$ cat src/rtl/hz_pkg.sv
package hz_pkg;

    localparam int NSTG = 2;  // tracked stages ahead of D/R: ALU, DM

    typedef enum logic [1:0] {
        CLS_ALU   = 2'd0,
        CLS_LOAD  = 2'd1,
        CLS_STORE = 2'd2,
        CLS_NOP   = 2'd3
    } icls_e;

    typedef enum logic [1:0] {
        SEL_REGFILE = 2'd0,
        SEL_ALU_OUT = 2'd1,
        SEL_DM_OUT  = 2'd2,
        SEL_RW_LAT  = 2'd3
    } opsel_e;

    function automatic logic cls_writes(input icls_e c);
        return (c == CLS_ALU) || (c == CLS_LOAD);
    endfunction

endpackage

$ cat src/rtl/hz_stage_match.sv
module hz_stage_match #(
    parameter int REG_W = 5
) (
    input  logic             vld,
    input  logic             wen,
    input  logic [REG_W-1:0] dst,
    input  logic [REG_W-1:0] src,
    input  logic             used,
    output logic             hit
);
    // register 0 is hard-wired and never produced
    assign hit = vld && wen && used && (dst != '0) && (dst == src);
endmodule

$ cat src/rtl/hz_operand.sv
module hz_operand
    import hz_pkg::*;
#(
    parameter int REG_W = 5
) (
    input  logic                       byp_en,
    input  logic [REG_W-1:0]           src,
    input  logic                       used,
    input  logic                       is_sdata,
    input  logic [NSTG-1:0]            stg_vld,
    input  logic [NSTG-1:0]            stg_wen,
    input  logic [NSTG-1:0][REG_W-1:0] stg_dst,
    input  logic [NSTG-1:0]            stg_load,
    output logic                       need_stall,
    output logic [1:0]                 sel,
    output logic                       sd_fwd
);
    logic [NSTG-1:0] hit;
    opsel_e          sel_e;

    for (genvar s = 0; s < NSTG; s++) begin : g_stg
        hz_stage_match #(.REG_W(REG_W)) u_match (
            .vld (stg_vld[s]),
            .wen (stg_wen[s]),
            .dst (stg_dst[s]),
            .src (src),
            .used(used),
            .hit (hit[s])
        );
    end

    // oldest first, so the youngest hit (index 0 = ALU stage) wins
    always_comb begin
        need_stall = 1'b0;
        sel_e      = SEL_REGFILE;
        sd_fwd     = 1'b0;
        if (byp_en) begin
            for (int s = NSTG - 1; s >= 0; s--) begin
                if (hit[s]) begin
                    need_stall = 1'b0;
                    sd_fwd     = 1'b0;
                    sel_e      = opsel_e'(2'(s + 1));
                    if (s == 0 && stg_load[0]) begin
                        sel_e = SEL_REGFILE;
                        if (is_sdata) sd_fwd     = 1'b1;
                        else          need_stall = 1'b1;
                    end
                end
            end
        end else begin
            need_stall = |hit;
        end
    end

    assign sel = sel_e;
endmodule

$ cat src/rtl/hz_fwd_unit.sv
module hz_fwd_unit
    import hz_pkg::*;
#(
    parameter int REG_W = 5
) (
    input  logic             clk,
    input  logic             rst,
    input  logic             byp_en,
    input  logic             dr_valid,
    input  logic [1:0]       dr_cls,
    input  logic [REG_W-1:0] dr_src_a,
    input  logic [REG_W-1:0] dr_src_b,
    input  logic [REG_W-1:0] dr_dst,
    input  logic             dr_dst_en,
    output logic             stall,
    output logic [1:0]       alu_sel_a,
    output logic [1:0]       alu_sel_b,
    output logic [1:0]       dm_sd_sel
);
    localparam int NOPS = 2;

    typedef struct packed {
        logic             vld;
        logic             wen;
        logic [REG_W-1:0] dst;
        logic             load;
    } stg_t;

    typedef struct packed {
        stg_t       alu;
        stg_t       dm;
        logic [1:0] sel_a;
        logic [1:0] sel_b;
        logic       sd_pend;
        logic [1:0] sd_sel;
    } st_t;

    st_t st_d, st_q;
    icls_e cls;

    logic [NOPS-1:0][REG_W-1:0] op_src;
    logic [NOPS-1:0]            op_use, op_sdat, op_stall, op_sdf;
    logic [NOPS-1:0][1:0]       op_sel;
    logic [NSTG-1:0]            stg_vld, stg_wen, stg_load;
    logic [NSTG-1:0][REG_W-1:0] stg_dst;

    assign cls        = icls_e'(dr_cls);
    assign op_src[0]  = dr_src_a;
    assign op_src[1]  = dr_src_b;
    assign op_use[0]  = dr_valid && (cls != CLS_NOP);
    assign op_use[1]  = dr_valid && (cls == CLS_ALU || cls == CLS_STORE);
    assign op_sdat[0] = 1'b0;
    assign op_sdat[1] = (cls == CLS_STORE);

    assign stg_vld  = {st_q.dm.vld,  st_q.alu.vld};
    assign stg_wen  = {st_q.dm.wen,  st_q.alu.wen};
    assign stg_dst  = {st_q.dm.dst,  st_q.alu.dst};
    assign stg_load = {st_q.dm.load, st_q.alu.load};

    for (genvar k = 0; k < NOPS; k++) begin : g_op
        hz_operand #(.REG_W(REG_W)) u_op (
            .byp_en    (byp_en),
            .src       (op_src[k]),
            .used      (op_use[k]),
            .is_sdata  (op_sdat[k]),
            .stg_vld   (stg_vld),
            .stg_wen   (stg_wen),
            .stg_dst   (stg_dst),
            .stg_load  (stg_load),
            .need_stall(op_stall[k]),
            .sel       (op_sel[k]),
            .sd_fwd    (op_sdf[k])
        );
    end

    assign stall = |op_stall;

    always_comb begin
        st_d        = st_q;
        st_d.dm     = st_q.alu;
        st_d.sd_sel = st_q.sd_pend ? SEL_RW_LAT : SEL_REGFILE;
        if (stall || !dr_valid) begin
            st_d.alu     = '0;
            st_d.sel_a   = SEL_REGFILE;
            st_d.sel_b   = SEL_REGFILE;
            st_d.sd_pend = 1'b0;
        end else begin
            st_d.alu.vld  = 1'b1;
            st_d.alu.wen  = dr_dst_en && cls_writes(cls);
            st_d.alu.dst  = dr_dst;
            st_d.alu.load = (cls == CLS_LOAD);
            st_d.sel_a    = op_sel[0];
            st_d.sel_b    = op_sel[1];
            st_d.sd_pend  = op_sdf[1];
        end
    end

    always_ff @(posedge clk) begin
        if (rst) st_q <= '0;
        else     st_q <= st_d;
    end

    assign alu_sel_a = st_q.sel_a;
    assign alu_sel_b = st_q.sel_b;
    assign dm_sd_sel = st_q.sd_sel;

    // reset leaves every select on the register-file path
    p_rst_clear_r1: assert property (@(posedge clk) disable iff (rst)
        $past(rst) |-> (alu_sel_a == 2'd0 && alu_sel_b == 2'd0 && dm_sd_sel == 2'd0));

    // interlock mode never forwards into ALU
    p_nobyp_regfile_r3: assert property (@(posedge clk) disable iff (rst)
        !byp_en |=> (alu_sel_a == 2'd0 && alu_sel_b == 2'd0));

    // a stall cycle sends a bubble into ALU
    p_stall_bubble_r4: assert property (@(posedge clk) disable iff (rst)
        stall |=> (alu_sel_a == 2'd0 && alu_sel_b == 2'd0));

    // store-data forwarding only appears with bypassing on
    p_sd_needs_byp_r6: assert property (@(posedge clk) disable iff (rst)
        !byp_en |=> ##1 (dm_sd_sel == 2'd0));

    // with bypassing held on and D/R frozen, a stall lasts one cycle
    p_loaduse_once_r7: assert property (@(posedge clk) disable iff (rst)
        (byp_en && $past(byp_en) && !$past(rst) && $past(stall) &&
         $stable(dr_valid) && $stable(dr_cls) &&
         $stable(dr_src_a) && $stable(dr_src_b)) |-> !stall);

    // code space per output
    p_sel_codes_r8: assert property (@(posedge clk) disable iff (rst)
        (alu_sel_a != 2'd3) && (alu_sel_b != 2'd3) &&
        (dm_sd_sel == 2'd0 || dm_sd_sel == 2'd3));

    // no stall without an instruction in D/R
    p_stall_valid_r12: assert property (@(posedge clk) disable iff (rst)
        stall |-> dr_valid);

endmodule

$ cat config.mk
export PLATFORM = sky130hd
export DESIGN_NAME = hz_fwd_unit
export DESIGN_NICKNAME = d
export VERILOG_FILES = /design/src/rtl/hz_pkg.sv /design/src/rtl/hz_stage_match.sv /design/src/rtl/hz_operand.sv /design/src/rtl/hz_fwd_unit.sv
export SDC_FILE = /design/constraint.sdc
export NUM_CORES = 1
export LEC_CHECK = 0
export CORE_MARGIN = 1.5
export CORE_UTILIZATION = 41
export DETAILED_ROUTE_END_ITERATION = 10
export PLACE_DENSITY = 0.86
export SLEW_MARGIN = 25
export SYNTH_ARGS = -nofsm -noshare
export SYNTH_HDL_FRONTEND = slang
export SYNTH_SLANG_ARGS = --single-unit
$ cat constraint.sdc
create_clock -name clk -period 1.9 [get_ports clk]
set_input_delay 0.38 -clock clk [delete_from_list [all_inputs] [get_ports clk]]
set_output_delay 0.38 -clock clk [all_outputs]
set_load 0.02 [all_outputs]
# Word level (Yosys, flattened, before mapping)
# Cells that the tools add are included.
[word_totals]
input_bits = 22
reg_bits = 22
output_inout_bits = 7
[op_classes]
muxes = 15
n_eq_ne = 7
n_reduce_logical = 30
bitwise = 3
[ops]
columns = ["cell", "n"]
rows = [
  ["$eq A5 B5 Y1", 4],
  ["$logic_and A1 B1 Y1", 17],
  ["$mux W2", 5],
  ["$reduce_bool A5 Y1", 2],
  ["$mux W1", 9],
  ["$mux W8", 1],
  ["$reduce_or A2 Y1", 4],
  ["$reduce_or A5 Y1", 1],
  ["$logic_or A1 B1 Y1", 3],
  ["$not A1 Y1", 3],
  ["$reduce_or A3 Y1", 1],
  ["$eq A2 B1 Y1 const B", 1],
  ["$eq A2 B2 Y1 const B", 1],
  ["$logic_not A2 Y1", 1],
  ["$ne A2 B2 Y1 const B", 1],
  ["$logic_not A1 Y1", 1],
]

# Logic depth before layout (Yosys ltp)
[logic_depth]
depth_word = 11
ltp_mapped = 6
ltp_nobuf = 5

# By module
# From an unflattened synthesis, not the netlist that was laid out.
[unflattened]
cells_unflattened = 114
area_unflattened_um2 = 1063.5
[by_module_without_submodules]
columns = ["mod", "cells_per_inst", "instances", "area_each_um2"]
rows = [
  ["hz_fwd_unit", 56, 1, 695.7],
  ["hz_stage_match", 10, 4, 72.6],
  ["hz_operand", 9, 2, 38.8],
]

# Worst setup path before layout
# OpenSTA, ideal clock, no wires.
[synth_path]
path_kind = "register to output"
start = "reg st_q, in the netlist st_d[8]"
end = "out stall"
path_stages_with_launch = 6
path_buffers = 0
arrival_time_ns = 1.707
path_slack_ns = -0.187
cell_sequence = "dfxtp_1 -> xnor2_1 -> nand4_1 -> or4_1 -> a41oi_4 -> or2_1"
[synth_via]
elab_chain_len = 6
[synth_lines]
columns = ["item", "line", "text"]
rows = [
  ["start: declaration", "hz_fwd_unit.sv:38", "st_t st_d, st_q;"],
  ["start signal: assignment", "hz_fwd_unit.sv:100", "else st_q <= st_d;"],
  ["$reduce_bool A5 Y1", "hz_stage_match.sv:12", "assign hit = vld && wen && used && (dst != '0) && (dst == src);"],
  ["$logic_and A1 B1 Y1 (2 in series)", "hz_stage_match.sv:12", ""],
  ["$reduce_or A2 Y1 or $mux W1 (tied branches)", "hz_operand.sv:51, hz_operand.sv:39", ""],
  ["$mux W1", "hz_operand.sv:37", "if (byp_en) begin"],
  ["$reduce_or A2 Y1 *", "hz_fwd_unit.sv:76", "assign stall = |op_stall;"],
  ["end: declaration", "hz_fwd_unit.sv:15", "output logic stall,"],
]
# Mark *: on every way between the ends. The rest lies on a longest branch, timed or not.

# Worst setup path after layout
[layout_path]
start = "in dr_src_a[4]"
end = "out stall"
[layout_via]
elab_chain_len = 5
[layout_lines]
columns = ["item", "line", "text"]
rows = [
  ["start: declaration", "hz_fwd_unit.sv:11", "input logic [REG_W-1:0] dr_src_a,"],
  ["$eq A5 B5 Y1", "hz_stage_match.sv:12", ""],
  ["$logic_and A1 B1 Y1", "hz_stage_match.sv:12", ""],
  ["$reduce_or A2 Y1 or $mux W1 (tied branches)", "hz_operand.sv:51, hz_operand.sv:39", ""],
  ["$mux W1 *", "hz_operand.sv:37", ""],
  ["$reduce_or A2 Y1 *", "hz_fwd_unit.sv:76", ""],
]
# Marks and branches as above.

==> metrics.md <==
| Metric | Value |
|---|---|
| # IOs | `29` |
| Initial Utilization | `43.84%` |
| Setup Skew | `0.0009833 ns` |
| # diodes | `0` |
| CP endpoint kind | `output port` |
| Worst path cell trace | `clkdlybuf4s50_1, xnor2_1, nand2_1, or3_4, a41oi_4, or2_4, buf_6` |
| Post-synthesis average cell area | `9.691 sq um` |
| DRT antenna net count | `0` |
| Final wirelength | `3115 um` |
| Tcrit/Tclk final | `134.5%` |
| Post-Synthesis Cell Area | `988.4 sq um` |
| # fillers | `161` |
| Hold path depth | `1` |
| Vias in the first global route | `1049` |
| Synthesized instance count | `102` |
| Slew @ Worst Pin | `0.3793 ns` |
| Drt wl/cell | `16.14 um` |
| CP top delay family | `simple AND/OR/NAND/NOR gates` |
| Core ar. | `2255 sq um` |
| CP bufs+invs | `2` |
| Cell count along the critical path | `7` |
| Hold_buf cts | `0` |
| First-pass GRT wire length | `4609 um` |
| CTS clock-pin slew for the worst setup and hold paths | `0.12 ns` |
| Metal2 WL | `1589 um` |
| Main synth FF type | `dfxtp_1` |
| Pleak | `0.0007161 uW` |
| Max cap viols | `0` |
| Drt drc | `0` |
| # port buffers | `28` |
| Num CTS Buffers | `3` |
| Later-pin clock latency in the skew report | `0.31 ns` |
| Synth unique cells | `28` |
| Final non-filler cell total | `193` |
| Metal3 WL | `184 um` |
| Die width | `52.10 um` |
| Total gr overflow | `0` |
| Count leader, synth | `dfxtp_1` |
| Share of cells above drive strength 1 | `35.15%` |
| Via density per instance | `5.311` |
| Placed Cells incl. Taps | `183` |
| Cell Area, Placed | `1501 sq um` |
| Gp weighted congestion | `0.9137` |
| Post-synthesis sequential area ratio | `42.53%` |
| Final WS setup | `-0.6560 ns` |
| Vias | `1025` |
| CTS tree | `yes` |
| Max Root-Sink Buffers | `2` |
| Place WS | `-1.246 ns` |
| Failing checks | `setup timing` |
| Crit path arrival time | `2.18 ns` |
| Fin. Hold Viols | `0` |
| H-tree depth | `1` |
| Syn-to-layout area delta | `67.60%` |
| Top post-synthesis cells by count | `dfxtp_1, nor3_1, xnor2_1, xor2_1, nor2b_1` |
| Status | `finished with violations` |
| Slowest Stage Delay on Critical Path | `0.49 ns` |
| Clock root buffer | `clkbuf_4` |
| CP Launch Type | `primary input` |
| Pwr Density | `517.4 nW/um^2` |
| M1 WL | `1235 um` |
| GRT Total Usage | `23.73%` |
| Max Freq | `391.2 MHz` |
| Top Layer Used | `met4` |
| Initial antenna violation count | `0` |
| RSZ-0062 raised after global routing | `yes` |
| Top post-synthesis cells by area | `dfxtp_1, xnor2_1, xor2_1` |
| Design area | `1657 sq um` |
| Yosys warning count | `0` |
| Peak VDD IR | `431.0 uV` |
| CP max-delay cell | `clkdlybuf4s50_1` |
| Multi-input logic area | `624.3 sq um` |
| Relative slew margins | `74.66%` |
| Die Span Y | `52.10 um` |
| Flip-flop and latch area | `429.2 sq um` |
| Setup violations, final | `9` |
| Clk sinks | `21` |
| Yosys top cell by area | `dfxtp_1` |
| Rows | `17` |
| Hold Crit Class | `flop to flop` |
| Critical Setup Path Class | `primary input to output port` |
| Worst R2R Path Depth | `7` |
| Detail Placement HPWL | `2134 um` |
| CP Max Fanout | `2` |
| Ys async rst share | `0%` |
| Number of synthesized flops with an enable pin | `0` |
| Starting DRC count in detailed routing | `28` |
| First-pass DRT Iterations | `4` |
| Final period demand of the worst path | `2.556 ns` |
| Net Count, Synth | `124` |
| Worst endpoint required time | `1.52 ns` |
| Synth top area share | `42.53%` |
| Die area | `2714 sq um` |
| Slew Viols, Final | `0` |
| Largest net degree at the start of global routing | `14` |
| Nets | `188` |
| Post-synthesis register bit count | `21` |
[report_power, final]
| group | internal, uW | total [uW] | switching (uW) |
|---|---|---|---|
| Sequential | 450 | 461 | 11.7 |
| Combinational | 98.2 | 168 | 69.4 |
| Clock | 80.4 | 228 | 148 |
| Total | 628 | 857 | 229 |
[flip-flops by register name (all words and copies together), names as in the netlist]
| signal | flops |
|---|---|
| alu_sel_a | 2 |
| alu_sel_b | 2 |
| dm_sd_sel | 1 |
| st_d | 8 |
| st_q | 8 |
[cell families after synthesis]
group                     Yosys count  share of synthesized area, %
AOI/OAI and AO/OA                   7                         9.241
xor gates and xnor gates           20                         17.72
buffers and inverters               5                         2.279
DFF                                21                         42.53
and+or+nand+nor                    49                         28.23
[what timing repair did]
| action | in CTS | in global routing |
|---|---|---|
| resized for setup | 23 | 11 |
| setup buffers | 6 | 3 |
| pin swaps | 10 | 11 |
| setup endpoints to repair | 10 | 12 |
[area by class of cell]
class,instances,area share (%)
multi-input combinational,76,37.69
timing repair buffer,62,32.02
sequential,21,25.91
tap,28,2.115
clock buffer,3,1.360
clock inverter,1,0.4532
inverter,2,0.4532
[path summary, 6_finish.rpt]
path | startpoint | endpoint | slack (ns)
max reg2reg | st_d[9]$_SDFF_PP0_ | st_d[8]$_SDFF_PP0_ | 0.04
min reg2reg | st_q[2]$_SDFF_PP0_ | dm_sd_sel[0]$_SDFF_PP0_ | 0.46
min | st_q[2]$_SDFF_PP0_ | dm_sd_sel[0]$_SDFF_PP0_ | 0.46
max | dr_src_a[4] | stall | -0.66
[cell usage in the layout, fill, tap and decap left out, types with 2 or more instances in the layout]
| cell | n |
|---|---|
| dfxtp_4 | 2 |
| xnor2_2 | 2 |
| nor2b_1 | 9 |
| nand2b_1 | 2 |
| buf_4 | 33 |
| nand2_1 | 8 |
| nand3_1 | 2 |
| dlygate4sd2_1 | 8 |
| clkbuf_4 | 3 |
| nand3b_1 | 2 |
| xor2_1 | 10 |
| nor3_2 | 3 |
| nand4_1 | 3 |
| xnor2_1 | 8 |
| clkdlybuf4s50_1 | 19 |
| inv_1 | 2 |
| dfxtp_1 | 18 |
| or4_4 | 2 |
| nor2_1 | 2 |
| nor3_1 | 7 |
| buf_6 | 2 |
| nor4_1 | 3 |
[through the flow]
step	utilization [%]	setup TNS, ns	total power (uW)	hold slack [ns]
2_1_floorplan	-	-0.1475	520.3	0.4138
3_3_place_gp	66.59	-5.384	615.6	0.4218
3_5_place_dp	66.59	-6.331	621.5	0.4385
4_1_cts	70.53	-0.6037	848.6	0.4645
5_1_grt	73.47	-1.252	897.3	0.4957
6_report	73.47	-1.174	857.1	0.4614
[layer usage]
layer / vias to the layer above / GRT usage [%]
met4: 0 / 11.84
met5: - / 0
met1: 476 / 28.93
met3: 11 / 3.736
met2: 53 / 40.08
li1: 485 / -
No activity file was read; power rests on OpenSTA's default activity.
